===== config.mk =====
export PLATFORM = sky130hd
export DESIGN_NAME = cdb_responder
export DESIGN_NICKNAME = d
export VERILOG_FILES = /design/src/rtl/cdb_pkg.sv /design/src/rtl/cdb_decode.sv /design/src/rtl/cdb_resp_buf.sv /design/src/rtl/cdb_status.sv /design/src/rtl/cdb_responder.sv
export SDC_FILE = /design/constraint.sdc
export NUM_CORES = 1
export LEC_CHECK = 0
export CORE_MARGIN = 2
export CORE_UTILIZATION = 38
export DETAILED_ROUTE_END_ITERATION = 6
export PLACE_DENSITY = 0.78
export SETUP_SLACK_MARGIN = 0.1
export SYNTH_ARGS = -nofsm -noshare
export SYNTH_HDL_FRONTEND = slang
export SYNTH_SLANG_ARGS = --single-unit

===== constraint.sdc =====
create_clock -name clk_i -period 1.9 [get_ports clk_i]
set_input_delay 0.38 -clock clk_i [delete_from_list [all_inputs] [get_ports clk_i]]
set_output_delay 0.38 -clock clk_i [all_outputs]
set_load 0.01 [all_outputs]

===== src/rtl/cdb_pkg.sv =====
package cdb_pkg;
  localparam int LBA_W     = 32;
  localparam int CNT_W     = 16;
  localparam int BLK_SHIFT = 9;
  localparam int LEN_W     = CNT_W + BLK_SHIFT;
  localparam int TGT_W     = 3;
  localparam int TGT_SLOTS = 1 << TGT_W;

  localparam logic [7:0] OPC_TUR  = 8'h00;
  localparam logic [7:0] OPC_INQ  = 8'h12;
  localparam logic [7:0] OPC_MSNS = 8'h1A;
  localparam logic [7:0] OPC_CAP  = 8'h25;
  localparam logic [7:0] OPC_RD   = 8'h28;
  localparam logic [7:0] OPC_WR   = 8'h2A;

  localparam logic [7:0] ST_OK     = 8'h91;
  localparam logic [7:0] IN_OK     = 8'h18;
  localparam logic [7:0] SQ_OK     = 8'h04;
  localparam logic [7:0] ST_ABSENT = 8'h80;
  localparam logic [7:0] IN_ABSENT = 8'h20;
  localparam logic [7:0] SQ_ABSENT = 8'h00;

  localparam int INQ_LEN = 36;
  localparam int CAP_LEN = 8;

  typedef enum logic [2:0] {
    OP_TUR, OP_INQ, OP_MSNS, OP_CAP, OP_RD, OP_WR, OP_OTHER
  } op_e;

  typedef enum logic [1:0] {
    BUF_EMPTY, BUF_INQ, BUF_CAP
  } buf_e;
endpackage


===== src/rtl/cdb_decode.sv =====
module cdb_decode
  import cdb_pkg::*;
#(
  parameter int CDB_BYTES = 10
) (
  input  logic [CDB_BYTES*8-1:0] cdb_i,
  output op_e                    op_o,
  output logic [LBA_W-1:0]       lba_o,
  output logic [CNT_W-1:0]       cnt_o
);
  logic [7:0] byt [CDB_BYTES];

  for (genvar g = 0; g < CDB_BYTES; g++) begin : g_byte
    assign byt[g] = cdb_i[8*g +: 8];
  end

  assign lba_o = {byt[3], byt[4], byt[5], byt[6]};
  assign cnt_o = {byt[8], byt[9]};

  always_comb begin
    unique case (byt[1])
      OPC_TUR:  op_o = OP_TUR;
      OPC_INQ:  op_o = OP_INQ;
      OPC_MSNS: op_o = OP_MSNS;
      OPC_CAP:  op_o = OP_CAP;
      OPC_RD:   op_o = OP_RD;
      OPC_WR:   op_o = OP_WR;
      default:  op_o = OP_OTHER;
    endcase
  end
endmodule


===== src/rtl/cdb_resp_buf.sv =====
module cdb_resp_buf
  import cdb_pkg::*;
#(
  parameter int           ADDR_W    = 6,
  parameter logic [63:0]  VENDOR    = "GENERIC ",
  parameter logic [127:0] PROD_DISK = "FIXED DISK      ",
  parameter logic [127:0] PROD_OPT  = "OPTICAL DRIVE   "
) (
  input  logic              clk_i,
  input  logic              rst_ni,
  input  logic              ld_inq_i,
  input  logic              ld_cap_i,
  input  logic              optical_i,
  input  logic [31:0]       cap_i,
  input  logic [ADDR_W-1:0] addr_i,
  output logic [7:0]        data_o
);
  buf_e        kind_q;
  logic        opt_q;
  logic [31:0] cap_q;

  always_ff @(posedge clk_i or negedge rst_ni) begin
    if (!rst_ni) begin
      kind_q <= BUF_EMPTY;
      opt_q  <= 1'b0;
      cap_q  <= '0;
    end else if (ld_inq_i) begin
      kind_q <= BUF_INQ;
      opt_q  <= optical_i;
    end else if (ld_cap_i) begin
      kind_q <= BUF_CAP;
      cap_q  <= cap_i;
    end
  end

  int a;
  logic [127:0] prod;
  assign a    = int'(addr_i);
  assign prod = opt_q ? PROD_OPT : PROD_DISK;

  always_comb begin
    data_o = 8'h00;
    unique case (kind_q)
      BUF_INQ: begin
        if (a == 0)                 data_o = opt_q ? 8'd5 : 8'd0;
        else if (a == 2)            data_o = 8'd1;
        else if (a == 3)            data_o = 8'd2;
        else if (a >= 8 && a < 16)  data_o = VENDOR[8*(15-a) +: 8];
        else if (a >= 16 && a < 32) data_o = prod[8*(31-a) +: 8];
      end
      BUF_CAP: begin
        if (a < 4)       data_o = cap_q[8*(3-a) +: 8];
        else if (a == 6) data_o = 8'h02;
      end
      default: data_o = 8'h00;
    endcase
  end
endmodule


===== src/rtl/cdb_status.sv =====
module cdb_status
  import cdb_pkg::*;
(
  input  logic       clk_i,
  input  logic       rst_ni,
  input  logic       go_i,
  input  logic       present_i,
  input  logic       clr_i,
  output logic [7:0] status_o,
  output logic [7:0] intr_o,
  output logic [7:0] seq_o,
  output logic       irq_o
);
  always_ff @(posedge clk_i or negedge rst_ni) begin
    if (!rst_ni) begin
      status_o <= '0;
      intr_o   <= '0;
      seq_o    <= '0;
      irq_o    <= 1'b0;
    end else if (go_i) begin
      status_o <= present_i ? ST_OK : ST_ABSENT;
      intr_o   <= present_i ? IN_OK : IN_ABSENT;
      seq_o    <= present_i ? SQ_OK : SQ_ABSENT;
      irq_o    <= 1'b1;
    end else if (clr_i) begin
      irq_o    <= 1'b0;
    end
  end
endmodule


===== src/rtl/cdb_responder.sv =====
module cdb_responder
  import cdb_pkg::*;
#(
  parameter int           CDB_BYTES   = 10,
  parameter int           NUM_TARGETS = 5,
  parameter int           ADDR_W      = 6,
  parameter logic [63:0]  VENDOR      = "GENERIC ",
  parameter logic [127:0] PROD_DISK   = "FIXED DISK      ",
  parameter logic [127:0] PROD_OPT    = "OPTICAL DRIVE   "
) (
  input  logic                   clk_i,
  input  logic                   rst_ni,
  input  logic                   cdb_valid_i,
  input  logic [CDB_BYTES*8-1:0] cdb_i,
  input  logic [7:0]             dest_i,
  input  logic [NUM_TARGETS-1:0] present_i,
  input  logic [NUM_TARGETS-1:0] optical_i,
  input  logic [31:0]            sector_cnt_i,
  input  logic                   irq_clr_i,
  input  logic [ADDR_W-1:0]      resp_addr_i,
  output logic [7:0]             resp_data_o,
  output logic [LEN_W-1:0]       xfer_len_o,
  output logic                   xfer_dir_o,
  output logic                   sreq_valid_o,
  output logic [LBA_W-1:0]       sreq_lba_o,
  output logic [CNT_W-1:0]       sreq_cnt_o,
  output logic                   sreq_rd_o,
  output logic [7:0]             status_o,
  output logic [7:0]             intr_o,
  output logic [7:0]             seq_o,
  output logic                   irq_o
);
  localparam int PAD = TGT_SLOTS - NUM_TARGETS;

  logic [TGT_W-1:0]     tgt;
  logic [TGT_SLOTS-1:0] pres_pad, opt_pad;
  logic                 tgt_ok;
  op_e                  op;
  logic [LBA_W-1:0]     lba;
  logic [CNT_W-1:0]     cnt;
  logic                 go_ok;

  assign tgt      = dest_i[TGT_W-1:0];
  assign pres_pad = {{PAD{1'b0}}, present_i};
  assign opt_pad  = {{PAD{1'b0}}, optical_i};
  assign tgt_ok   = pres_pad[tgt];
  assign go_ok    = cdb_valid_i && tgt_ok;

  cdb_decode #(.CDB_BYTES(CDB_BYTES)) u_dec (
    .cdb_i (cdb_i),
    .op_o  (op),
    .lba_o (lba),
    .cnt_o (cnt)
  );

  cdb_resp_buf #(
    .ADDR_W(ADDR_W), .VENDOR(VENDOR), .PROD_DISK(PROD_DISK), .PROD_OPT(PROD_OPT)
  ) u_buf (
    .clk_i     (clk_i),
    .rst_ni    (rst_ni),
    .ld_inq_i  (go_ok && op == OP_INQ),
    .ld_cap_i  (go_ok && op == OP_CAP),
    .optical_i (opt_pad[tgt]),
    .cap_i     (sector_cnt_i),
    .addr_i    (resp_addr_i),
    .data_o    (resp_data_o)
  );

  cdb_status u_st (
    .clk_i     (clk_i),
    .rst_ni    (rst_ni),
    .go_i      (cdb_valid_i),
    .present_i (tgt_ok),
    .clr_i     (irq_clr_i),
    .status_o  (status_o),
    .intr_o    (intr_o),
    .seq_o     (seq_o),
    .irq_o     (irq_o)
  );

  always_ff @(posedge clk_i or negedge rst_ni) begin
    if (!rst_ni) begin
      xfer_len_o   <= '0;
      xfer_dir_o   <= 1'b0;
      sreq_valid_o <= 1'b0;
      sreq_lba_o   <= '0;
      sreq_cnt_o   <= '0;
      sreq_rd_o    <= 1'b0;
    end else begin
      sreq_valid_o <= 1'b0;
      if (cdb_valid_i) begin
        // length and direction cleared before decode
        xfer_len_o <= '0;
        xfer_dir_o <= 1'b0;
        if (tgt_ok) begin
          unique case (op)
            OP_INQ: begin
              xfer_len_o <= LEN_W'(INQ_LEN);
              xfer_dir_o <= 1'b1;
            end
            OP_CAP: begin
              xfer_len_o <= LEN_W'(CAP_LEN);
              xfer_dir_o <= 1'b1;
            end
            OP_RD, OP_WR: begin
              xfer_len_o   <= {cnt, {BLK_SHIFT{1'b0}}};
              xfer_dir_o   <= (op == OP_RD);
              sreq_valid_o <= 1'b1;
              sreq_lba_o   <= lba;
              sreq_cnt_o   <= cnt;
              sreq_rd_o    <= (op == OP_RD);
            end
            default: ;
          endcase
        end
      end
    end
  end
endmodule


After elaboration in Yosys (flattened, before gate mapping)
Cells that the tools add are included.
Widths: inputs -> output; s select.
Storage, ports and cells
  logic and storage cells: 82
  register bits after elaboration: 136
Cells by class
  reduce and logical (&&, ||, !) cells: 13
  $lt $le $gt $ge: 6
  eq/ne operators: 14
  bitwise gates (word level): 1
  $add $sub $neg: 3
  shift operators: 3
  mux-type cells: 29
Operator list (number)
  $shiftx 128x32->8: 1
  $mux 124: 1
  $pmux 25 s3: 1
  $shiftx 64x32->8 const A: 1
  $mux 8: 6
  $logic_not 32->1: 1
  $shiftx 32x32->8: 1
  $mux 25: 1
  $eq 8x6->1 const B: 3
  $pmux 3 s6: 1
  $eq 8x5->1 const B: 2
  $pmux 8 s2: 1
  $eq 6x3->1 const B: 2
  $logic_not 8->1: 1
  $mux 1: 8
  $sub 2x6->7 const A: 1
  $sub 4x6->7 const A: 1
  $sub 5x6->7 const A: 1
  $bmux 1 s3: 2
  $eq 3x3->1 const B: 2
  $eq 6x4->1 const B: 1
  $ge 6x4->1 const B: 1
  $ge 6x5->1 const B: 1
  $lt 6x3->1 const B: 1
  other kinds (18): 27

Logic depth before layout (Yosys ltp)
  word-level depth: 8
  mapped depth: 8

By module
From an unflattened synthesis, not the netlist that was laid out.
Unflattened totals
  cell total of the unflattened synthesis: 488
  area, all modules: 5940.7 sq um
By module, submodules not included
  cdb_responder: instances 1, area an instance 2855.2 sq um, cells each 180
  cdb_resp_buf: instances 1, area an instance 2294.7 sq um, cells each 210
  cdb_decode: instances 1, area an instance 486.7 sq um, cells each 66
  cdb_status: instances 1, area an instance 304.0 sq um, cells each 32

Worst setup path before layout
Ideal clock, no wire load.
  path kind: reg-to-output
  from: reg u_buf.kind_q[0]
  to: out resp_data_o[5]
  data arrival time: 1.743 ns
  required time: 1.520 ns
  path slack: -0.223 ns
  cell stages (with the launch flop): 7
  buffers on the path: 0
  path through: dfrtp_1 inv_1 ha_1 nand2b_1 nor2_1 o21ai_0 o311ai_0
On the way
  word-level cells in the longest chain between the ends: 2
  elaborated cells on any way between the ends: 3
  classes of those cells: eq/ne: 2; mux: 1
Ends and longest elaborated chain
  start, declared: RTL line cdb_resp_buf.sv:18  | buf_e kind_q;
  start signal, assigned: RTL line cdb_resp_buf.sv:24  | kind_q <= BUF_EMPTY;
  start signal, assigned: RTL line cdb_resp_buf.sv:28  | kind_q <= BUF_INQ;
  start signal, assigned: RTL line cdb_resp_buf.sv:31  | kind_q <= BUF_CAP;
  $eq 2x2->1 / $eq 2x1->1 (equally long branches): RTL line cdb_resp_buf.sv:43  | unique case (kind_q)
  $pmux 8 s2 *: RTL line cdb_resp_buf.sv:43
  end, declared: RTL line cdb_responder.sv:21  | output logic [7:0] resp_data_o,
Every way passes the cells marked *; elsewhere a longest branch is shown, timed or not.

Worst setup path in the final report
  from: reg u_buf.kind_q[0]
  to: out resp_data_o[3]
The elaborated chain is that of the path after synthesis.

==> qor.txt <==
TritonRoute pass-1 iters - 4
Site row count - 43
Final Routed Wirelength - 17700 um
Power Density - 571 nW/um^2
HP Class - in -> async
Setup crit end kind - primary output
Clk slew on worst S/H paths - 0.08 ns
FFs w/ async S/R, synth - 1.00
Compound-Gate Fraction of Synth Area - 0.104
Post-Syn Instances - 548
Total placed cells including tap cells - 970
Crit Path Class - reg -> out
Synth area leaders - dfrtp_1 (50%), nand2_1 (11%), mux2_4 (5.6%), buf_4 (4.2%), o21ai_0 (3.2%)
Final slew viol count - 0
Final ANT Viol Nets - 0
Total I/O pin count - 249
Finish-stage setup viols - 8
Cell taking the most area after synthesis - dfrtp_1
H-tree depth - 3
Largest net degree at the start of global routing - 55
TritonCTS Buffers - 9
Die Wd - 123 um
Layout Area Growth over Synthesis - 65.6%
CTS tree - done
FILL cells - 1123
Comb pwr share - 0.175
Vias in the first global route - 5246
Post-synthesis sequential area ratio - 0.500
Worst EP arrival - 2.04 ns
Total Nets Final - 976
Post-Place Setup Slack - -1.13 ns
Net Switching - 1.31 mW
Starting Density - 0.389
Synthesized area - 5400 um^2
Yosys warns - 0
CP startpoint kind - flip-flop
Wire length per cell - 17.4 um
Diodes inserted - 0
Max-cap violation count - 0
Initial DRC Count - 242
Register area - 2700 um^2
Core ar. - 13900 um^2
Flops & latches, synth - 108
Die height - 123 um
Clock share of power - 0.354
Number of enable flip-flop cells after synthesis - 0
Post-Route Skew - 0 ns
Synth Area in Adders - 0.0111
Count leader, synth - nand2_1
Worst setup margin - -0.518 ns
Mean area per synthesized cell - 9.85 um^2
Fin. Hold Viols - 0
Total GRT Usage - 0.239
Worst endpoint required time - 1.52 ns
Maximum VDD drop - 0.478 mV
Via count - 5018
Leakage - 4.38 nW
Util after Layout - 0.644
Longest Clk Path Bufs - 2
Switching portion of total power - 0.257
Final non-filler cell total - 1017
Top cells by count, synth - nand2_1 (157), dfrtp_1 (108), o21ai_0 (34), inv_1 (31), buf_4 (30)
Library cells used by synthesis - 57
Residual DRC count - 0
Dominant synthesized flop cell - dfrtp_1
Clk_lat worst skew - 0.35 ns
Proportion of layout cells with a drive suffix above 1 - 0.268
XOR/XNOR Fraction of Synth Area - 0.00162
Crit-path max FO - 4
Tcrit/Tclk final - 1.27
Multi-input gate area - 2550 um^2
Yosys top cell area share - 0.500
First-pass GRT wire length - 27500 um
Sequential power share - 0.471
Detailed Place HPWL - 12100 um
Failing checks - negative setup slack
RSZ-0062 raised after global routing - true
Die ar. - 15200 um^2
Vias per cell - 4.93
GPL Wtd Cong - 0.861
Simple logic cell fraction of the synthesized area - 0.174
I/O Buffers - 196
Clk sinks - 108
Largest family of logic cells by synthesized area - simple AND/OR/NAND/NOR gates
Min Tclk post-route - 2.42 ns
Grt total ovfl - 0
Initial antenna violation count - 0
Root Buffer - clkbuf_16
Peak Freq - 414 MHz
Internal power - 3.79 mW
Mux share of post-synthesis cell area - 0.119
Run status - finished with violations
[power groups by stage]
stage | clock network, mW | registers, mW | logic (mW)
CTS | 1.84 | 2.40 | 0.887
global placement | 0 | 2.44 | 0.839
floorplan | 0 | 2.46 | 0.309
detailed placement | 0 | 2.45 | 0.848
finish | 1.81 | 2.40 | 0.894
global route | 1.95 | 2.41 | 0.965
[layout by cell type, fill, tap and decap left out, types with 5 or more instances in the layout]
cell / Yosys / routed
nand2_1: 157 / 156
buf_12: 0 / 7
nor3_1: 8 / 6
nor2_1: 11 / 10
dfrtp_1: 108 / 107
conb_1: 1 / 23
o21ai_0: 34 / 31
mux2_4: 20 / 27
a21oi_1: 12 / 11
clkbuf_16: 0 / 11
buf_4: 30 / 82
inv_1: 31 / 27
nand2b_1: 9 / 6
mux2_2: 5 / 5
clkdlybuf4s50_1: 0 / 167
buf_2: 7 / 11
mux4_2: 7 / 7
nor2b_1: 5 / 5
dlygate4sd2_1: 0 / 8
buf_6: 3 / 19
[flip-flops by register name, summed over array words and instances (netlist names), 2 cells and up]
name,flops
u_st.intr_o,2
xfer_len_o,18
u_buf.kind_q,2
sreq_lba_o,32
u_buf.cap_q,32
sreq_cnt_o,16
[area by class of cell]
type                       count  area share
clock inverter                 6     0.00602
sequential                   108       0.302
clock buffer                  10      0.0256
tap                          180      0.0252
inverter                      31      0.0139
timing repair buffer         309       0.341
multi-input combinational    373       0.286
[cells by family (layout without fill, tap and decap cells)]
family,Yosys count,in the layout
xor+xnor,1,1
other cells,1,23
buf+inv,89,356
fa+ha+maj,5,5
simple gates,215,215
compound gates,85,85
mux,44,44
flops,108,108
[worst paths after layout]
| check | startpoint | to | slack [ns] | cells past startpoint |
|---|---|---|---|---|
| setup / recovery | u_buf.kind_q[0]$_DFFE_PN0P_ | resp_data_o[3] | -0.52 | 9 |
| hold / removal | rst_ni | sreq_lba_o[8]$_DFFE_PN0P_ | 0.02 | 2 |
| setup reg to reg | u_buf.opt_q$_DFFE_PN0P_ | u_buf.opt_q$_DFFE_PN0P_ | 0.84 | 4 |
| hold reg to reg | sreq_lba_o[31]$_DFFE_PN0P_ | sreq_lba_o[31]$_DFFE_PN0P_ | 0.47 | 2 |
| max in group asynchronous | rst_ni | u_buf.opt_q$_DFFE_PN0P_ | 1.60 | 2 |
| min in group clk_i | sreq_lba_o[31]$_DFFE_PN0P_ | sreq_lba_o[31]$_DFFE_PN0P_ | 0.47 | 2 |
[worst max-delay path, cell delays in order (launching register included)]
cell,delay [ns]
dfrtp_1,0.40
inv_2,0.08
ha_4,0.20
buf_6,0.11
nand2b_4,0.16
nor3_4,0.21
buf_6,0.15
and3_4,0.17
a211o_1,0.09
buf_2,0.12
[metal layers]
layer,GRT usage,up-vias,routed length (um)
li1,-,2362,-
met1,0.281,2472,7000
met2,0.416,169,9070
met3,0.0816,15,1420
met4,0.0661,0,245
met5,0,-,0
[per-stage QoR]
step	area, um^2	power [mW]	TNS (ns)	hold WS, ns
5_1_grt	8940	5.33	-4.53	0.0447
4_1_cts	8820	5.14	-3.86	0.0362
3_3_place_gp	8130	3.28	-52.28	0.408
2_1_floorplan	5640	2.77	0	0.0844
3_5_place_dp	8130	3.30	-54.80	0.421
6_report	8940	5.11	-3.73	0.0162
[what timing repair did]
item / CTS / global route
endpoints found under the setup margin: 108 / 101
buffers inserted: 19 / 3
hold buffers: 0 / 0
cloned: 7 / 2
gates resized for setup: 106 / 17
pin swaps: 21 / 6
Note: power is estimated with default switching activity, not from simulation.
